--- src/rtl/fb_ap_pkg.sv ---
// Package: shared constants and the configuration record for the
// framebuffer aperture comparator. Assumes a 16-bit I/O space and
// byte-wide I/O data.
package fb_ap_pkg;

    localparam int unsigned IO_AW = 16;
    localparam int unsigned IO_DW = 8;
    localparam int unsigned CMP_REG_W = 6;

    localparam logic [IO_AW-1:0] PORT_INDEX = 16'h03D4;
    localparam logic [IO_AW-1:0] PORT_DATA  = 16'h03D5;

    localparam logic [IO_DW-1:0] IDX_COMPARE = 8'h30;
    localparam logic [IO_DW-1:0] IDX_MODE    = 8'h36;

    localparam logic [CMP_REG_W-1:0] CMP_RESET = 6'h1C;

    // Configuration held by the register block
    typedef struct packed {
        logic [CMP_REG_W-1:0] cmp;
        logic                 lin_en;
    } ap_cfg_t;

endpackage

--- src/rtl/fb_ap_cfg_regs.sv ---
// Index/data register file. Holds the index, the compare value and
// the linear-mode enable. Writes land on the clock edge; reads are
// combinational. Assumes at most one strobe per cycle.
module fb_ap_cfg_regs
    import fb_ap_pkg::*;
(
    input  logic             clk,
    input  logic             rst_n,
    input  logic             io_wr_en,
    input  logic             io_rd_en,
    input  logic [IO_AW-1:0] io_addr,
    input  logic [IO_DW-1:0] io_wdata,
    output logic [IO_DW-1:0] io_rdata,
    output logic [IO_DW-1:0] index_q,
    output ap_cfg_t          cfg_q
);

    localparam int unsigned PAD_W = IO_DW - CMP_REG_W;

    logic hit_index_port;
    logic hit_data_port;
    logic sel_cmp;
    logic sel_mode;

    // Port and index decode
    always_comb begin
        hit_index_port = (io_addr == PORT_INDEX);
        hit_data_port  = (io_addr == PORT_DATA);
        sel_cmp        = hit_data_port && (index_q == IDX_COMPARE);
        sel_mode       = hit_data_port && (index_q == IDX_MODE);
    end

    // Index register
    always_ff @(posedge clk) begin
        if (!rst_n)
            index_q <= '0;
        else if (io_wr_en && hit_index_port)
            index_q <= io_wdata;
    end

    // Compare register
    always_ff @(posedge clk) begin
        if (!rst_n)
            cfg_q.cmp <= CMP_RESET;
        else if (io_wr_en && sel_cmp)
            cfg_q.cmp <= io_wdata[CMP_REG_W-1:0];
    end

    // Linear-mode enable
    always_ff @(posedge clk) begin
        if (!rst_n)
            cfg_q.lin_en <= 1'b0;
        else if (io_wr_en && sel_mode)
            cfg_q.lin_en <= io_wdata[0];
    end

    // Read-back mux
    always_comb begin
        io_rdata = '0;
        if (io_rd_en) begin
            if (hit_index_port)
                io_rdata = index_q;
            else if (sel_cmp)
                io_rdata = {{PAD_W{1'b0}}, cfg_q.cmp};
            else if (sel_mode)
                io_rdata = {{(IO_DW-1){1'b0}}, cfg_q.lin_en};
        end
    end

endmodule

--- src/rtl/fb_ap_match.sv ---
// Segment and upper-address comparator. Produces the region match
// for the current cycle. The local-bus build compares the segment
// inputs and the top address bits. The ISA build ignores the segment
// inputs and, in banked mode, treats the low compare bits as zero.
module fb_ap_match #(
    parameter int unsigned SEG_W  = 3,
    parameter int unsigned HI_W   = 2,
    parameter bit          IS_ISA = 1'b0
) (
    input  logic [SEG_W+HI_W-1:0] cmp,
    input  logic                  lin_en,
    input  logic [SEG_W-1:0]      seg_in,
    input  logic [HI_W-1:0]       addr_hi,
    output logic                  region_hit
);

    localparam int unsigned CMP_W = SEG_W + HI_W;

    generate
        if (IS_ISA) begin : g_isa
            logic [HI_W-1:0] want_hi;
            logic            unused_seg;
            // Banked mode forces the low compare bits to zero
            always_comb begin
                want_hi    = lin_en ? cmp[HI_W-1:0] : '0;
                region_hit = (addr_hi == want_hi);
                unused_seg = ^{seg_in, cmp[CMP_W-1:HI_W]};
            end
        end else begin : g_lbus
            // Both fields must agree
            always_comb begin
                region_hit = (seg_in == cmp[CMP_W-1:HI_W])
                          && (addr_hi == cmp[HI_W-1:0]);
            end
        end
    endgenerate

endmodule

--- src/rtl/fb_ap_window.sv ---
// Window shaper. Given the region match, applies the mode's extra
// address rules (banked: 1 MB sub-area zero and A0000-BFFFF window)
// and forms the offset inside the claimed window.
module fb_ap_window #(
    parameter int unsigned LIN_LOG2 = 22,
    parameter int unsigned MB_LOG2  = 20,
    parameter int unsigned LEG_LOG2 = 17,
    parameter logic [2:0]  LEG_TAG  = 3'b101
) (
    input  logic                mem_cycle,
    input  logic                lin_en,
    input  logic                region_hit,
    input  logic [LIN_LOG2-1:0] addr_lo,
    output logic                sel,
    output logic [LIN_LOG2-1:0] offset
);

    localparam int unsigned SUB_W = LIN_LOG2 - MB_LOG2;
    localparam int unsigned TAG_W = MB_LOG2 - LEG_LOG2;

    logic in_legacy;

    // Banked-mode address rules
    always_comb begin
        in_legacy = (addr_lo[LIN_LOG2-1:MB_LOG2] == {SUB_W{1'b0}})
                 && (addr_lo[MB_LOG2-1:LEG_LOG2] == LEG_TAG[TAG_W-1:0]);
    end

    // Select and offset
    always_comb begin
        sel    = mem_cycle && region_hit && (lin_en || in_legacy);
        offset = '0;
        if (sel) begin
            if (lin_en)
                offset = addr_lo;
            else
                offset = {{(LIN_LOG2-LEG_LOG2){1'b0}}, addr_lo[LEG_LOG2-1:0]};
        end
    end

endmodule

--- src/rtl/fb_aperture_decode.sv ---
// Top: framebuffer aperture comparator. Software sets it through the
// index/data ports. Each memory cycle is checked against the
// compare register and the mode. Assumes the board supplies
// pre-decoded segment inputs and address bits 23:0.
module fb_aperture_decode
    import fb_ap_pkg::*;
#(
    parameter int unsigned ADDR_W   = 24,
    parameter int unsigned SEG_W    = 3,
    parameter int unsigned LIN_LOG2 = 22,
    parameter bit          IS_ISA   = 1'b0
) (
    input  logic                clk,
    input  logic                rst_n,
    input  logic                io_wr_en,
    input  logic                io_rd_en,
    input  logic [15:0]         io_addr,
    input  logic [7:0]          io_wdata,
    output logic [7:0]          io_rdata,
    input  logic                mem_cycle,
    input  logic [SEG_W-1:0]    seg_in,
    input  logic [ADDR_W-1:0]   bus_addr,
    output logic                mem_sel,
    output logic [LIN_LOG2-1:0] win_offset
);

    localparam int unsigned HI_W  = ADDR_W - LIN_LOG2;
    localparam int unsigned CMP_W = SEG_W + HI_W;

    ap_cfg_t          cfg;
    logic [IO_DW-1:0] cur_index;
    logic             region_hit;
    logic             unused_cmp;

    // Spare compare bits only feed read-back
    always_comb unused_cmp = ^cfg.cmp[CMP_REG_W-1:CMP_W];

    fb_ap_cfg_regs u_cfg (
        .clk      (clk),
        .rst_n    (rst_n),
        .io_wr_en (io_wr_en),
        .io_rd_en (io_rd_en),
        .io_addr  (io_addr),
        .io_wdata (io_wdata),
        .io_rdata (io_rdata),
        .index_q  (cur_index),
        .cfg_q    (cfg)
    );

    fb_ap_match #(
        .SEG_W  (SEG_W),
        .HI_W   (HI_W),
        .IS_ISA (IS_ISA)
    ) u_match (
        .cmp        (cfg.cmp[CMP_W-1:0]),
        .lin_en     (cfg.lin_en),
        .seg_in     (seg_in),
        .addr_hi    (bus_addr[ADDR_W-1:LIN_LOG2]),
        .region_hit (region_hit)
    );

    fb_ap_window #(
        .LIN_LOG2 (LIN_LOG2)
    ) u_window (
        .mem_cycle  (mem_cycle),
        .lin_en     (cfg.lin_en),
        .region_hit (region_hit),
        .addr_lo    (bus_addr[LIN_LOG2-1:0]),
        .sel        (mem_sel),
        .offset     (win_offset)
    );

endmodule

--- config.mk ---
export PLATFORM = sky130hd
export DESIGN_NAME = fb_aperture_decode
export DESIGN_NICKNAME = d
export VERILOG_FILES = /design/src/rtl/fb_ap_pkg.sv /design/src/rtl/fb_ap_cfg_regs.sv /design/src/rtl/fb_ap_match.sv /design/src/rtl/fb_ap_window.sv /design/src/rtl/fb_aperture_decode.sv
export SDC_FILE = /design/constraint.sdc
export NUM_CORES = 1
export LEC_CHECK = 0
export BUFFER_PORTS_ARGS = -buffer_cell sky130_fd_sc_hd__buf_2
export CAP_MARGIN = 20
export CORE_MARGIN = 4
export CORE_UTILIZATION = 39
export CTS_CLUSTER_DIAMETER = 100
export DETAILED_ROUTE_END_ITERATION = 10
export GPL_TIMING_DRIVEN = 0
export PLACE_DENSITY = 0.79
export SETUP_SLACK_MARGIN = 0.15
export SLEW_MARGIN = 20
export SYNTH_ARGS = -nofsm -noshare
export SYNTH_HDL_FRONTEND = slang
export SYNTH_SLANG_ARGS = --single-unit
--- constraint.sdc ---
create_clock -name clk -period 1.9 [get_ports clk]
set_input_delay 0.19 -clock clk [delete_from_list [all_inputs] [get_ports clk]]
set_output_delay 0.19 -clock clk [all_outputs]
set_load 0.03 [all_outputs]
==> key figures <==
Status
  – Status: finished, violations left
  – Failing checks: negative setup slack

Routing
  – Iteration-0 DRC count of the detailed router: 69
  – Antenna-violating nets left: 0
  – Via-per-instance ratio: 5.99
  – Via count of the routed design: 1641
  – TritonRoute pass-1 iters: 4
  – Routed WL per cell: 20.9 um
  – Detailed Route WL: 5730 um
  – Drt drc: 0

Synth
  – Synth unique cells: 30
  – Mapped Area: 1110 um^2
  – XOR/XNOR Fraction of Synth Area: 3.95%
  – Post-Synth Simple-Gate Area: 41.1%
  – Seq/Total Area, Yosys: 27.1%
  – Syn Nets: 193
  – Compound-Gate Fraction of Synth Area: 19.8%
  – Synth Warn #: 0
  – Largest family of logic cells by synthesized area: simple AND/OR/NAND/NOR gates
  – Multiplexer share of the synthesized area: 0%
  – Cells after Synth: 137
  – Synthesized flop and latch total: 15
  – Syn avg cell area: 8.10 um^2
  – Adder-cell share of the synthesized area: 0%

Placement
  – Placed inst area: 1630 um^2
  – GPL Wtd Cong: 0.850
  – PortBufs: 86
  – Pre-CTS WS: -0.393 ns
  – Placed wire-length estimate: 3050 um

Worst setup path
  – CP Launch Type: primary input
  – Critical path class: in -> out
  – WP depth: 7
  – Cell family with most CP delay: simple AND/OR/NAND/NOR gates
  – Worst path max stage delay: 0.53 ns
  – Critical path required time: 1.71 ns
  – Worst-path maximum fanout: 4
  – Crit-path cells: buf_2 > or4_4 > nor4_4 > buf_4 > and4_1 > a32o_2 > buf_6
  – Critical path arrival: 1.90 ns
  – Reg2Reg Depth: 5
  – Bufs and invs on worst path: 3
  – Worst Setup End Kind: output pin
  – Flop2flop setup slack: 0.31 ns
  – CP max stage cell: or4_4

Timing
  – Slew @ Worst Pin: 0.423 ns
  – Unrepaired setup endpoints after global routing: yes
  – Fin. max-slew vios: 0
  – Worst-case clock skew: 0.0122 ns
  – Worst slew margin: 71.7%
  – Max Fclk: 478 MHz
  – Final setup fails: 30
  – Fin crit period: 2.09 ns
  – Setup slack after layout: -0.190 ns
  – Fin crit share: 110%
  – Final-report hold violation count: 0
  – Setup TNS: -1.98 ns

Floorplan
  – Top Ports: 87
  – Die Area: 3760 um^2
  – Starting Density: 40.6%
  – Die Width: 61.3 um
  – Core Area: 2730 um^2
  – Row cnt: 19
  – Die Span Y: 61.3 um

Global route
  – Antenna violations before repair: 1
  – Vias in the first global route: 1627
  – Global-route wire length before repair: 7920 um
  – Total GRT Usage: 28.7%
  – Largest net degree at the start of global routing: 11
  – GRT overflow: 0

Power
  – Cell leakage power: 0.00100 uW
  – Clock share of power: 31.7%
  – Pwr dens: 290 nW/um^2
  – Comb power frac: 19.0%
  – Switching Share: 28.1%
  – Total Power: 632 uW
  – Flop pwr share: 49.2%
  – Internal power: 455 uW
  – Sw power: 177 uW
  – VDD IR max: 0.000349 V

Clock network
  – Worst-Skew Late Latency: 0.31 ns
  – CTS Buf Count: 3
  – H-Tree Depth: 1
  – Clock-pin slew on the worst setup and hold paths: 0.09 ns
  – Clock Path Buffers: 2
  – CTS tree: built
  – Post-CTS Hold Fix Bufs: 0
  – Clk root buf: clkbuf_4
  – Clk sinks: 15

Layout
  – Layout cells sized above 1: 69.4%
  – Area growth syn-to-layout: 96.6%
  – Design area: 2180 um^2
  – Nets: 299
  – Fin util: 79.8%

Min path
  – Class of the worst hold path: in -> reg
  – Hold path depth: 2

Job
  – Max-Cap Viols: 0
worst reg2reg max path: cells and delay by family, from the launching register on:
family / cells / cell delay (ns)
and+or+nand+nor: 3 / 0.81
buffers and inverters: 1 / 0.16
AOI/OAI and AO/OA: 1 / 0.11
DFF: 1 / 0.38
power groups by stage:
| stage | Combinational [uW] | Clock [uW] | Sequential (uW) |
|---|---|---|---|
| 2_1_floorplan | 28.1 | 0 | 321 |
| 3_3_place_gp | 92.7 | 0 | 321 |
| 3_5_place_dp | 95.0 | 0 | 321 |
| 4_1_cts | 102 | 198 | 313 |
| 5_1_grt | 128 | 219 | 311 |
| 6_report | 120 | 201 | 311 |
sequential cells by signal (all words and copies together) (netlist names):
signal	cells
u_cfg.cfg_q	7
u_cfg.index_q	8
final timing paths:
| check | from | end |
|---|---|---|
| setup reg to reg | u_cfg.index_q[0]$_SDFFE_PN0P_ | u_cfg.cfg_q[5]$_SDFFE_PN1P_ |
| hold / removal | rst_n | u_cfg.cfg_q[3]$_SDFFE_PN1P_ |
| hold reg to reg | u_cfg.cfg_q[6]$_SDFFE_PN0P_ | u_cfg.cfg_q[6]$_SDFFE_PN0P_ |
| setup / recovery | io_addr[10] | io_rdata[4] |
Yosys cell counts:
cell | n | area [um^2]
nor3b_1 | 2 | 15.0
o21ai_1 | 14 | 70.1
or4_4 | 2 | 22.5
a21oi_1 | 17 | 85.1
and3_1 | 8 | 50.1
nor2_2 | 1 | 6.26
and2_1 | 19 | 119
nor2_1 | 1 | 3.75
o2bb2ai_1 | 1 | 8.76
nand3b_1 | 1 | 7.51
nand2b_2 | 1 | 8.76
nor3_1 | 4 | 20.0
o41ai_1 | 2 | 17.5
nand3_1 | 5 | 25.0
or4b_1 | 1 | 10.0
a31o_1 | 1 | 8.76
and3b_2 | 1 | 10.0
buf_2 | 1 | 5.00
clkbuf_1 | 2 | 7.51
buf_6 | 3 | 33.8
clkbuf_8 | 2 | 27.5
nand4_1 | 13 | 81.3
a32o_1 | 3 | 30.0
and4_1 | 3 | 26.3
dfxtp_1 | 15 | 300
nand2_1 | 1 | 3.75
inv_1 | 4 | 15.0
nor4b_1 | 3 | 26.3
nor4_4 | 1 | 21.3
xnor2_1 | 5 | 43.8
cell type report:
| type | instances | area [um^2] |
|---|---|---|
| antenna | 1 | 2.50 |
| inverter | 4 | 15.0 |
| fill | 190 | 552 |
| clock inverter | 1 | 5.00 |
| clock buffer | 3 | 22.5 |
| sequential | 15 | 315 |
| multi-input combinational | 110 | 937 |
| buffer | 8 | 95.1 |
| tap | 31 | 38.8 |
| timing repair buffer | 101 | 751 |
cells by family (layout without fill, tap and decap cells):
family                 count (synthesis)  after routing
other                                  0              1
AO/OA/AOI/OAI                         38             38
flip-flops                            15             15
XOR/XNOR                               5              5
buffers and inverters                 12            117
AND/OR/NAND/NOR                       67             67
layer usage:
metal / vias up / part of all wire (%) / GRT usage [%]
li1: 737 / - / -
met2: 128 / 50 / 52.4
met1: 756 / 32 / 31.1
met5: - / 0 / 0
met4: 0 / 4.3 / 11.5
met3: 20 / 13 / 7.76
layout by cell type (no fill, tap or decap), drive strengths merged:
master	Yosys	layout
nand4	13	13
a21oi	17	17
inv	4	4
nor3	4	4
a32o	3	3
a31o	1	1
o21ai	14	14
clkinv	0	1
o41ai	2	2
and2	19	19
and3	8	8
xnor2	5	5
nor3b	2	2
or4b	1	1
or4	2	2
diode	0	1
and3b	1	1
o2bb2ai	1	1
clkbuf	4	6
nor2	2	2
buf	4	106
nand3	5	5
nand2	1	1
nand2b	1	1
nor4	1	1
and4	3	3
nor4b	3	3
nand3b	1	1
dfxtp	15	15
per-stage QoR:
step                      hold slack, ns  cells
after floorplan                    0.270    137
after global placement             0.410    254
after detailed placement           0.413    254
after CTS                         0.0963    268
after global routing               0.102    274
final                             0.0938    274
repair_timing:
action,4_1_cts,5_1_grt
pin swaps,16,6
hold endpoints to repair,0,0
resized for setup,104,18
cloned,1,0
buffers inserted,9,5
endpoints found under the setup margin,31,31
(Power assumes the default switching activity.)
